<file path="src/rtl/vic_pkg.sv">
package vic_pkg;
  localparam int CTL_W     = 8;
  localparam int DEST_W    = 3;
  localparam int NDEST     = 8;
  localparam int NAUX      = NDEST - 2;
  localparam int BUS_W     = 32;
  localparam int ADDR_W    = 8;
  localparam int EN_BIT    = 3;
  localparam int RISE_BIT  = 5;
  localparam int FALL_BIT  = 6;
  localparam int ROT_BIT   = 6;
  localparam int VALID_BIT = 31;

  localparam logic [ADDR_W-1:0] OFS_IRQ_PRI = 8'h20;
  localparam logic [ADDR_W-1:0] OFS_FIQ_PRI = 8'h24;
  localparam logic [ADDR_W-1:0] OFS_CTL     = 8'h40;
  localparam logic [ADDR_W-1:0] OFS_STAT    = 8'h80;

  localparam logic [DEST_W-1:0] DST_IRQ = 3'd0;
  localparam logic [DEST_W-1:0] DST_FIQ = 3'd1;

  function automatic logic ctl_enabled(input logic [CTL_W-1:0] c);
    return c[EN_BIT];
  endfunction

  function automatic logic ctl_is_edge(input logic [CTL_W-1:0] c);
    return c[RISE_BIT] | c[FALL_BIT];
  endfunction

  function automatic logic [DEST_W-1:0] ctl_dest(input logic [CTL_W-1:0] c);
    return c[DEST_W-1:0];
  endfunction

  function automatic logic edge_match(input logic [CTL_W-1:0] c,
                                      input logic now, input logic prev);
    return (c[RISE_BIT] & now & ~prev) | (c[FALL_BIT] & ~now & prev);
  endfunction
endpackage

</file>
<file path="src/rtl/vic_src_slice.sv">
module vic_src_slice
  import vic_pkg::*;
(
  input  logic              clk,
  input  logic              rst_n,
  input  logic              src_raw,
  input  logic              ctl_we,
  input  logic [CTL_W-1:0]  ctl_wdata,
  input  logic              stat_clr,
  output logic [CTL_W-1:0]  ctl_q,
  output logic              stat_q,
  output logic              pend_en,
  output logic [DEST_W-1:0] dest
);
  logic raw_q;
  logic edge_hit;

  assign edge_hit = edge_match(ctl_q, src_raw, raw_q);

  always_ff @(posedge clk) begin
    if (!rst_n) begin
      ctl_q  <= '0;
      raw_q  <= 1'b0;
      stat_q <= 1'b0;
    end else begin
      raw_q <= src_raw;
      if (ctl_we) ctl_q <= ctl_wdata;
      if (edge_hit)      stat_q <= 1'b1;
      else if (stat_clr) stat_q <= 1'b0;
    end
  end

  assign pend_en = ctl_enabled(ctl_q) & (ctl_is_edge(ctl_q) ? stat_q : raw_q);
  assign dest    = ctl_dest(ctl_q);

  // a matching edge is latched
  a_r5_edge_latch: assert property (@(posedge clk) disable iff (!rst_n)
    edge_hit |=> stat_q);

  // write-one clear without a competing edge empties the bit
  a_r6_clear_works: assert property (@(posedge clk) disable iff (!rst_n)
    (stat_clr && !edge_hit) |=> !stat_q);

  // a disabled source never contributes
  a_r3_disabled_quiet: assert property (@(posedge clk) disable iff (!rst_n)
    !ctl_q[EN_BIT] |-> !pend_en);
endmodule

</file>
<file path="src/rtl/vic_arbiter.sv">
module vic_arbiter #(
  parameter int N  = 64,
  parameter int SW = $clog2(N)
) (
  input  logic          clk,
  input  logic          rst_n,
  input  logic [N-1:0]  req_vec,
  input  logic          rotate,
  input  logic          ack_rd,
  output logic [SW-1:0] win,
  output logic          valid
);
  logic [SW-1:0] ptr;
  logic [SW-1:0] start;
  logic          ack;

  function automatic logic [SW:0] pick(input logic [N-1:0] v, input logic [SW-1:0] st);
    logic [SW:0]   r;
    logic [SW-1:0] k;
    r = '0;
    for (int i = 0; i < N; i++) begin
      k = st + SW'(i);
      if (!r[SW] && v[k]) r = {1'b1, k};
    end
    return r;
  endfunction

  function automatic logic none_below(input logic [N-1:0] v, input logic [SW-1:0] w);
    logic hit;
    hit = 1'b0;
    for (int i = 0; i < N; i++)
      if (i < int'(w) && v[i]) hit = 1'b1;
    return !hit;
  endfunction

  assign start        = rotate ? ptr : '0;
  assign {valid, win} = pick(req_vec, start);
  assign ack          = ack_rd & rotate & valid;

  always_ff @(posedge clk) begin
    if (!rst_n)   ptr <= '0;
    else if (ack) ptr <= win + SW'(1);
  end

  // the reported winner is really pending
  a_r8_winner_pending: assert property (@(posedge clk) disable iff (!rst_n)
    valid |-> req_vec[win]);

  // fixed priority picks the lowest number
  a_r9_fixed_lowest: assert property (@(posedge clk) disable iff (!rst_n)
    (valid && !rotate) |-> none_below(req_vec, win));

  // a serviced winner moves the start just past itself
  a_r10_rot_step: assert property (@(posedge clk) disable iff (!rst_n)
    ack |=> (ptr == $past(win) + SW'(1)));
endmodule

</file>
<file path="src/rtl/vec_intc.sv">
module vec_intc
  import vic_pkg::*;
#(
  parameter int NSRC = 64
) (
  input  logic              clk,
  input  logic              rst_n,
  input  logic [NSRC-1:0]   src_in,
  input  logic              bus_wr,
  input  logic              bus_rd,
  input  logic [ADDR_W-1:0] bus_addr,
  input  logic [BUS_W-1:0]  bus_wdata,
  output logic [BUS_W-1:0]  bus_rdata,
  output logic              irq_req,
  output logic              fiq_req,
  output logic [NAUX-1:0]   aux_req
);
  localparam int SW    = $clog2(NSRC);
  localparam int NWORD = NSRC / BUS_W;

  logic [CTL_W-1:0]  ctl_arr  [NSRC];
  logic [DEST_W-1:0] dest_arr [NSRC];
  logic [NSRC-1:0]   stat_all, pend_en, ctl_we, stat_clr;
  logic [NSRC-1:0]   route_vec [NDEST];
  logic [NDEST-1:0]  req;

  logic          ctl_hit, stat_hit;
  logic [SW-1:0] ctl_idx;
  int            stat_word;
  logic          rot_irq, rot_fiq;
  logic [SW-1:0] irq_win, fiq_win;
  logic          irq_valid, fiq_valid;

  // address decode
  assign ctl_hit   = int'(bus_addr) >= int'(OFS_CTL) &&
                     int'(bus_addr) <  int'(OFS_CTL) + NSRC;
  assign ctl_idx   = SW'(int'(bus_addr) - int'(OFS_CTL));
  assign stat_hit  = int'(bus_addr) >= int'(OFS_STAT) &&
                     int'(bus_addr) <  int'(OFS_STAT) + 4 * NWORD &&
                     bus_addr[1:0] == 2'b00;
  assign stat_word = (int'(bus_addr) - int'(OFS_STAT)) / 4;

  for (genvar n = 0; n < NSRC; n++) begin : g_src
    assign ctl_we[n]   = bus_wr && ctl_hit && ctl_idx == SW'(n);
    assign stat_clr[n] = bus_wr && stat_hit && stat_word == n / BUS_W &&
                         bus_wdata[n % BUS_W];
    vic_src_slice u_slice (
      .clk       (clk),
      .rst_n     (rst_n),
      .src_raw   (src_in[n]),
      .ctl_we    (ctl_we[n]),
      .ctl_wdata (bus_wdata[CTL_W-1:0]),
      .stat_clr  (stat_clr[n]),
      .ctl_q     (ctl_arr[n]),
      .stat_q    (stat_all[n]),
      .pend_en   (pend_en[n]),
      .dest      (dest_arr[n])
    );
  end

  // routing to the eight outputs
  for (genvar d = 0; d < NDEST; d++) begin : g_dest
    always_comb begin
      for (int n = 0; n < NSRC; n++)
        route_vec[d][n] = pend_en[n] && dest_arr[n] == DEST_W'(d);
    end
    assign req[d] = |route_vec[d];
  end

  assign irq_req = req[DST_IRQ];
  assign fiq_req = req[DST_FIQ];
  assign aux_req = req[NDEST-1:2];

  // rotate bits
  always_ff @(posedge clk) begin
    if (!rst_n) begin
      rot_irq <= 1'b0;
      rot_fiq <= 1'b0;
    end else if (bus_wr) begin
      if (bus_addr == OFS_IRQ_PRI) rot_irq <= bus_wdata[ROT_BIT];
      if (bus_addr == OFS_FIQ_PRI) rot_fiq <= bus_wdata[ROT_BIT];
    end
  end

  vic_arbiter #(.N(NSRC), .SW(SW)) u_arb_irq (
    .clk     (clk),
    .rst_n   (rst_n),
    .req_vec (route_vec[DST_IRQ]),
    .rotate  (rot_irq),
    .ack_rd  (bus_rd && bus_addr == OFS_IRQ_PRI),
    .win     (irq_win),
    .valid   (irq_valid)
  );

  vic_arbiter #(.N(NSRC), .SW(SW)) u_arb_fiq (
    .clk     (clk),
    .rst_n   (rst_n),
    .req_vec (route_vec[DST_FIQ]),
    .rotate  (rot_fiq),
    .ack_rd  (bus_rd && bus_addr == OFS_FIQ_PRI),
    .win     (fiq_win),
    .valid   (fiq_valid)
  );

  // read path
  always_comb begin
    bus_rdata = '0;
    if (ctl_hit) begin
      bus_rdata[CTL_W-1:0] = ctl_arr[ctl_idx];
    end else if (stat_hit) begin
      bus_rdata = stat_all[stat_word*BUS_W +: BUS_W];
    end else if (bus_addr == OFS_IRQ_PRI) begin
      bus_rdata[VALID_BIT] = irq_valid;
      bus_rdata[ROT_BIT]   = rot_irq;
      bus_rdata[SW-1:0]    = irq_win;
    end else if (bus_addr == OFS_FIQ_PRI) begin
      bus_rdata[VALID_BIT] = fiq_valid;
      bus_rdata[ROT_BIT]   = rot_fiq;
      bus_rdata[SW-1:0]    = fiq_win;
    end
  end

  // the routed OR and the arbiter agree on whether anything waits
  a_r7_irq_agree: assert property (@(posedge clk) disable iff (!rst_n)
    irq_req == irq_valid);
  a_r7_fiq_agree: assert property (@(posedge clk) disable iff (!rst_n)
    fiq_req == fiq_valid);
endmodule

</file>
<file path="config.mk">
export PLATFORM = sky130hd
export DESIGN_NAME = vec_intc
export DESIGN_NICKNAME = d
export VERILOG_FILES = /design/src/rtl/vic_pkg.sv /design/src/rtl/vic_src_slice.sv /design/src/rtl/vic_arbiter.sv /design/src/rtl/vec_intc.sv
export SDC_FILE = /design/constraint.sdc
export NUM_CORES = 2
export LEC_CHECK = 0
export BUFFER_PORTS_ARGS = -buffer_cell sky130_fd_sc_hd__buf_2
export CAP_MARGIN = 30
export CORE_ASPECT_RATIO = 1.5
export CORE_UTILIZATION = 59
export DETAILED_ROUTE_END_ITERATION = 12
export PLACE_DENSITY = 0.79
export SLEW_MARGIN = 25
export SYNTH_ARGS = -nofsm -noshare
export SYNTH_HDL_FRONTEND = slang
export SYNTH_HIERARCHICAL = 1
export SYNTH_SLANG_ARGS = --single-unit
</file>
<file path="constraint.sdc">
create_clock -name clk -period 8.45 [get_ports clk]
set_clock_uncertainty 0.2 [all_clocks]
set_input_delay 1.69 -clock clk [delete_from_list [all_inputs] [get_ports clk]]
set_output_delay 1.69 -clock clk [all_outputs]
set_load 0.05 [all_outputs]
</file>
==> results of run 1 <==
==> layer usage <==
layer  global-route usage, %  GRT overflow
met1                    91.1           709
met2                     151         14200
met3                    85.3           688
met4                     114          2693
met5                    73.4            94
==> through the flow <==
step / setup TNS (ns) / cell area (um2) / util (%)
CTS: -6.61 / 101000 / 83.9
detailed placement: -6.51 / 94100 / 77.8
global placement: -5.95 / 93800 / 77.6
floorplan: -0.0145 / 72500 / -
==> synth_stat cells, types with 30 or more instances <==
cell / n / share of area (%)
nand4b_1: 306 / 3.7
o31ai_1: 41 / 0.43
nand4_1: 196 / 1.7
buf_1: 30 / 0.16
mux2i_1: 1030 / 14
nor3_1: 195 / 1.4
o221ai_1: 30 / 0.36
or4_1: 38 / 0.40
xnor2_1: 89 / 1.1
nand3_1: 280 / 1.9
mux2_2: 103 / 1.6
a2111oi_0: 44 / 0.54
buf_4: 320 / 3.3
or2_2: 32 / 0.28
o22ai_1: 87 / 0.76
inv_1: 70 / 0.36
a21oi_1: 305 / 2.1
a31oi_1: 71 / 0.62
o2111ai_1: 50 / 0.61
or3b_1: 65 / 0.79
nand2b_1: 92 / 0.80
nor4_1: 137 / 1.2
nand2_1: 538 / 2.8
and3_1: 142 / 1.2
a21boi_1: 68 / 0.71
nor2b_1: 555 / 4.8
dfxtp_1: 654 / 18
mux4_2: 225 / 7.0
nor3b_1: 52 / 0.54
a211oi_1: 111 / 1.2
o211ai_1: 69 / 0.72
nor2_1: 557 / 2.9
nor4b_1: 55 / 0.67
buf_2: 132 / 0.92
o21ai_0: 278 / 1.9
nor4bb_1: 110 / 1.5
and2_1: 171 / 1.5
a221oi_1: 56 / 0.68
clkbuf_1: 276 / 1.4
a22o_1: 42 / 0.51
buf_6: 37 / 0.58
a22oi_1: 146 / 1.5
ha_1: 32 / 0.56
or3_1: 46 / 0.40
nand3b_1: 96 / 1.0
==> kinds of logic after synthesis <==
logic type,count (synthesis),share of synthesized area [%]
buf+inv,876,6.86
compound gates,1837,18.3
flops,654,18.2
simple gates,3797,31.6
mux,1368,23.2
xor+xnor,106,1.38
fa+ha+maj,32,0.556
==> what timing repair did <==
action / 4_1_cts
setup endpoints to repair: 7
buffers inserted: 186
resized for setup: 808
cloned: 3
pin swaps: 180
==> results summary, run 1 <==
The synthesis-stage register bit count came out at 654. The first error in the log reads "[ERROR GRT-0116] Global routing finished with congestion. Check the congestion regions in the DRC Viewer". The unique cell type count in the Yosys netlist is 138. The number of global-route vias before repair was 129,000. The number of instances in the synthesized netlist came out at 8,670. The residual overflow from global routing is 18,400.

The number of primary I/O pins came out at 148. The final weighted congestion of routability-driven global placement came out at 1.59. The post-DP HPWL came out at 346 mm. The first global-routing pass estimated 989 mm of wire. The number of cell rows came out at 156. In the global route stage, overall resource usage came out at 109%.

The run stopped with a tool error. Summing every instance area after synthesis gives 72,000 um2. The post-synthesis net count is 8,810.

The count of hold buffers inserted by post-cts repair is 0. The average instance in the mapped netlist occupies 8.31 um2. Sequential cells were found to cover 18.2% of the synthesized design area.

The count of buffers added on input and output ports is 147. The proportion of register bits with asynchronous set or reset after synthesis is 0%. The die height came out at 430 um. During synthesis, Yosys emitted a total of 6 warnings.

The count of clock tree sinks came out at 654. The clock tree root driver cell is clkbuf_16. The H-tree was split into 2 levels. The post-place setup slack came out at -1.23 ns. The die is 287 um wide. After detailed placement, the design holds a cell count of 12,600. The number of CTS-inserted buffers came out at 57. For this configuration, the core starts out at a cell density of 59.6%. In the synthesized netlist the dominant register cell turns out to be dfxtp_1.

The largest buffer count on any clock path came out at 3. Entering global routing, the biggest net connects 285 pins. The flow halted during 5_1_grt. The number of enable flip-flop cells after synthesis is 0.
==> inputs of run 2 (changes only) <==
Settings changed: CORE_ASPECT_RATIO 1.5 to unset, CORE_UTILIZATION 59 to 40, PLACE_DENSITY 0.79 to unset, PLACE_DENSITY_LB_ADDON set to 0.15.
Clock period 8.45 ns to 11 ns, I/O delays scaled along.
==> run 2 against run 1 <==
Effect of this change: synthesized area stayed put; the flow now finishes, with violations (negative setup slack); synthesized cell count did not move.
==> results summary, run 2 <==
The worst register-to-register path begins at u_arb_irq/ptr[2]$_SDFFE_PN0P_. The number of cell rows came out at 155 (was 156). The combinational power share is 6.9%. The largest registers in the layout are g_src.u_slice/ctl_q (512), g_src.u_slice/raw_q (64), g_src.u_slice/stat_q (64). The post-DP HPWL is 344 mm (was 346 mm).

The largest fanout on the critical path came out at 7. The smallest setup slack after layout came out at -0.127 ns. The clock tree root driver cell is clkbuf_16 (unchanged). The residual overflow from global routing is 0. The count of nets left with antenna violations after detail routing is 0. The number of max-slew violations in the final report came to 0. The number of primary I/O pins came to 148 (unchanged). The transition time of the tightest slew-check pin is 1.17 ns. The sequential cell area fraction in the yosys report is 18.2% (unchanged). The register with the most flip-flops in the layout has 512 of them. The chip width is 426 um (was 287 um). Counting instances, the worst hold path has a depth of 2.

The number of instances in the synthesized netlist was 8,670 (unchanged). Of the total power, registers draw 44.7%. The startpoint identified for the worst hold timing path is g_src[21].u_slice/raw_q$_SDFF_PN0_. The number of enable flip-flop cells after synthesis came out at 0 (unchanged).

The type of the most critical hold path is register to register. Outcome: finished, violations left (was stopped before the end). The initial antenna violation count is 24. The cell area reported after detailed placement came out at 80,600 um2 (was 94,100 um2). Global routing used 69.2% of the available met2 tracks. The remaining routing DRC violations is 0. After the first detailed-routing iteration, the DRC count stood at 11,900. For met1 alone, demand over resource in global routing was 58.1%.

In this run the critical register-to-register path is captured at u_arb_irq/ptr[4]$_SDFFE_PN0P_. The number of buffers inserted by port buffering is 147 (unchanged). The total negative setup slack is -0.140 ns. The clock network is responsible for 48.3% of the overall power.

The area growth from synthesis to final layout is 19.0%. g_src.u_slice/ctl_q holds more flip-flops than any other register. The relative slew slack came out at 21.9%. STA puts the critical path data required time at 8.60 ns.

Global routing consumed, on the met3 layer, 11.1% of the routing resources. The count of clock tree sinks came out at 654 (unchanged). Counting the fill cells in the layout gives 17,500. Setup repair after global routing could not meet its margin everywhere. The die height is 426 um (was 430 um). Hold is met by 0.305 ns. The final net count came out at 9,440.

In this design, the critical path's most frequently occurring cell is buf_4. The synthesis-stage register bit count came out at 654 (unchanged). Leaving out fill and tap cells, the most frequent cells in the layout are 1,142 x buf_4, 1,002 x mux2i_1, 647 x dfxtp_1. The final weighted congestion of routability-driven global placement was 1.12 (was 1.59).

Entering global routing, the biggest net connects 189 pins. The final reports fail on negative setup slack. The top-area cell type share of the netlist area is 18.2% (unchanged). The post-synthesis net count came out at 8,810 (unchanged). The post-synthesis instance area came to 72,000 um2 (unchanged). IR analysis of the VDD net gives a maximum drop of 0.152 mV.

The depth of the worst register-to-register path is 25. The power spent charging and discharging nets is 1390 uW. The fraction of final layout cells with drive strength greater than 1 is 24.8%. Cell internal power was estimated by the tool at 3960 uW. Top area cells in the synthesized netlist: dfxtp_1 18%, mux2i_1 14%, mux4_2 7.0% (unchanged).

Commonest cells in the synthesized netlist: 1,030 x mux2i_1, 654 x dfxtp_1, 557 x nor2_1 (unchanged). The final routed wirelength across all metal layers is 440 mm. The total number of yosys warnings is 6 (unchanged). The slack of the worst reg-to-reg path came out at 3.32 ns. In this run the most used layer during global routing was met2. The number of iterations in the first detailed-routing pass is 7. Registers take 13,100 um2. The time the final worst path needs with I/O delays and setup is 11.13 ns. The power consumption is 5350 uW. The count of non-filler cells in the finished layout is 11,700. The global-route usage over all layers came out at 46.3%. The final count of hold timing violations came out at 0. The number of placed instances with taps included came out at 11,500 (was 12,600). The number of CTS-inserted buffers is 72 (was 57).

Timing would allow up to 89.9 MHz. The data arrival time of the critical path is 8.73 ns. For the worst-skew pair, the clock arrives at the later sink with an insertion delay of 0.74 ns. With fillers left out, the area of the finished cells amounts to 85,700 um2. The number of global-route vias before repair is 76,100. The count of hold buffers inserted by post-cts repair was 0 (unchanged).

The routed via count divided by cell count is 7.08. The share of the clock period used by the worst path after layout is 101%. The cell accounting for the most synthesized area is dfxtp_1 (unchanged). The wire length of the first global-routing pass is 603 mm. The overall via count from detail_route is 83,000. The proportion of total power due to net switching is 26.0%. The die covers 182,000 um2.

The footprint of the multi-input gates is 56,400 um2. The mean instance size in the synthesized netlist is 8.31 um2 (unchanged). The worst setup path category is register to output port. Setup violations remaining at the end of the flow were counted as 2. The largest buffer count on any clock path is 3 (unchanged). The power density normalized to cell area is 62.4 nW/um2.

The H-tree depth reported by CTS is 3 (was 2). The proportion of register bits with asynchronous set or reset after synthesis is 0% (unchanged). The most used standard cell by instance count after synthesis is mux2i_1 (unchanged). The tool flagged a number of max-cap violations equal to 0. The dominant register cell in the synthesized netlist is dfxtp_1 (unchanged). The area of the core region is 179,000 um2. The unique cell type count in the Yosys netlist is 138 (unchanged). STA classifies the critical path startpoint as a register. The average detailed-routed wire length per instance came out at 37.5 um. The cell at the slowest stage of the critical path is a211oi_1. TritonCTS built the clock tree. Leaving out fill and tap cells, the most frequent cell in the layout is buf_4.

The worst hold path terminates at g_src[21].u_slice/stat_q$_SDFFE_PN0P_. The starting density of the core came out at 40.3% (was 59.6%). The worst setup path is captured at an output port. The clock slew seen by the registers of the worst setup and hold paths came out at 0.06 ns. The longest individual stage delay on the worst path is 0.94 ns. Summed over all cells, the static leakage comes to 0.0306 uW.
## run 2: worst max-delay path by stage
stage,end,cells after the start,start,slack (ns)
final,bus_rdata[4],32,g_src[13].u_slice/ctl_q[5]$_SDFFE_PN0P_,-0.13
after global routing,bus_rdata[4],32,g_src[30].u_slice/ctl_q[5]$_SDFFE_PN0P_,-0.11
after CTS,bus_rdata[0],29,g_src[21].u_slice/ctl_q[5]$_SDFFE_PN0P_,-0.004
after detailed placement,bus_rdata[0],29,g_src[42].u_slice/ctl_q[5]$_SDFFE_PN0P_,-0.41
after global placement,bus_rdata[4],30,g_src[58].u_slice/ctl_q[5]$_SDFFE_PN0P_,-0.37
after floorplan,bus_rdata[0],34,rot_fiq$_SDFFE_PN0P_,0.96
## run 2: critical path, delay by kind of cell, from the launching register on
family                 cells  cell delay [ns]
buffers and inverters      9             1.74
AND/OR/NAND/NOR            8             1.89
multiplexers               1             0.38
flip-flops                 1             0.34
AO/OA/AOI/OAI             14             3.69
## run 2: routing by layer
| layer | share of wire, % | up-vias |
|---|---|---|
| met5 | 0.037 | - |
| li1 | - | 34700 |
| met4 | 9.1 | 22 |
| met2 | 42 | 5865 |
| met1 | 38 | 40900 |
| met3 | 11 | 1488 |
## run 2: cell families after synthesis
| family | count (synthesis) | share of synthesized area, % |
|---|---|---|
| compound gates | 1837 | 18.3 |
| xor+xnor | 106 | 1.38 |
| fa+ha+maj | 32 | 0.556 |
| buf+inv | 876 | 6.86 |
| flops | 654 | 18.2 |
| mux | 1368 | 23.2 |
| simple gates | 3797 | 31.6 |
## run 2: power by group through the flow
stage          Combinational [uW]  Clock [uW]  Sequential [uW]
2_1_floorplan                 190           0             2440
3_3_place_gp                  346           0             2440
4_1_cts                       354        2610             2390
6_report                      370        2590             2390
3_5_place_dp                  352           0             2450
5_1_grt                       380        2700             2390
## run 2: cell type report
class / count / share of cell area (%)
Tap cell: 2355 / 3.44
Timing Repair Buffer: 1351 / 12.2
Antenna cell: 17 / 0.0497
Sequential cell: 654 / 15.3
Inverter: 81 / 0.364
Clock buffer: 94 / 2.39
Clock inverter: 30 / 0.478
Multi-Input combinational cell: 7140 / 65.8
## run 2: per-stage QoR
step	util, %	worst slack [ns]
floorplan	-	0.958
global placement	44.9	-0.374
detailed placement	45.1	-0.408
CTS	47.0	-0.00404
global route	48.0	-0.110
finish	48.0	-0.127
## run 2: what timing repair did
action,4_1_cts,5_1_grt
gates cloned,1,1
resized for setup,138,247
endpoints found under the setup margin,6,6
pin swaps,7,29
setup buffers,8,37
Note: power is estimated with default switching activity, not from simulation.
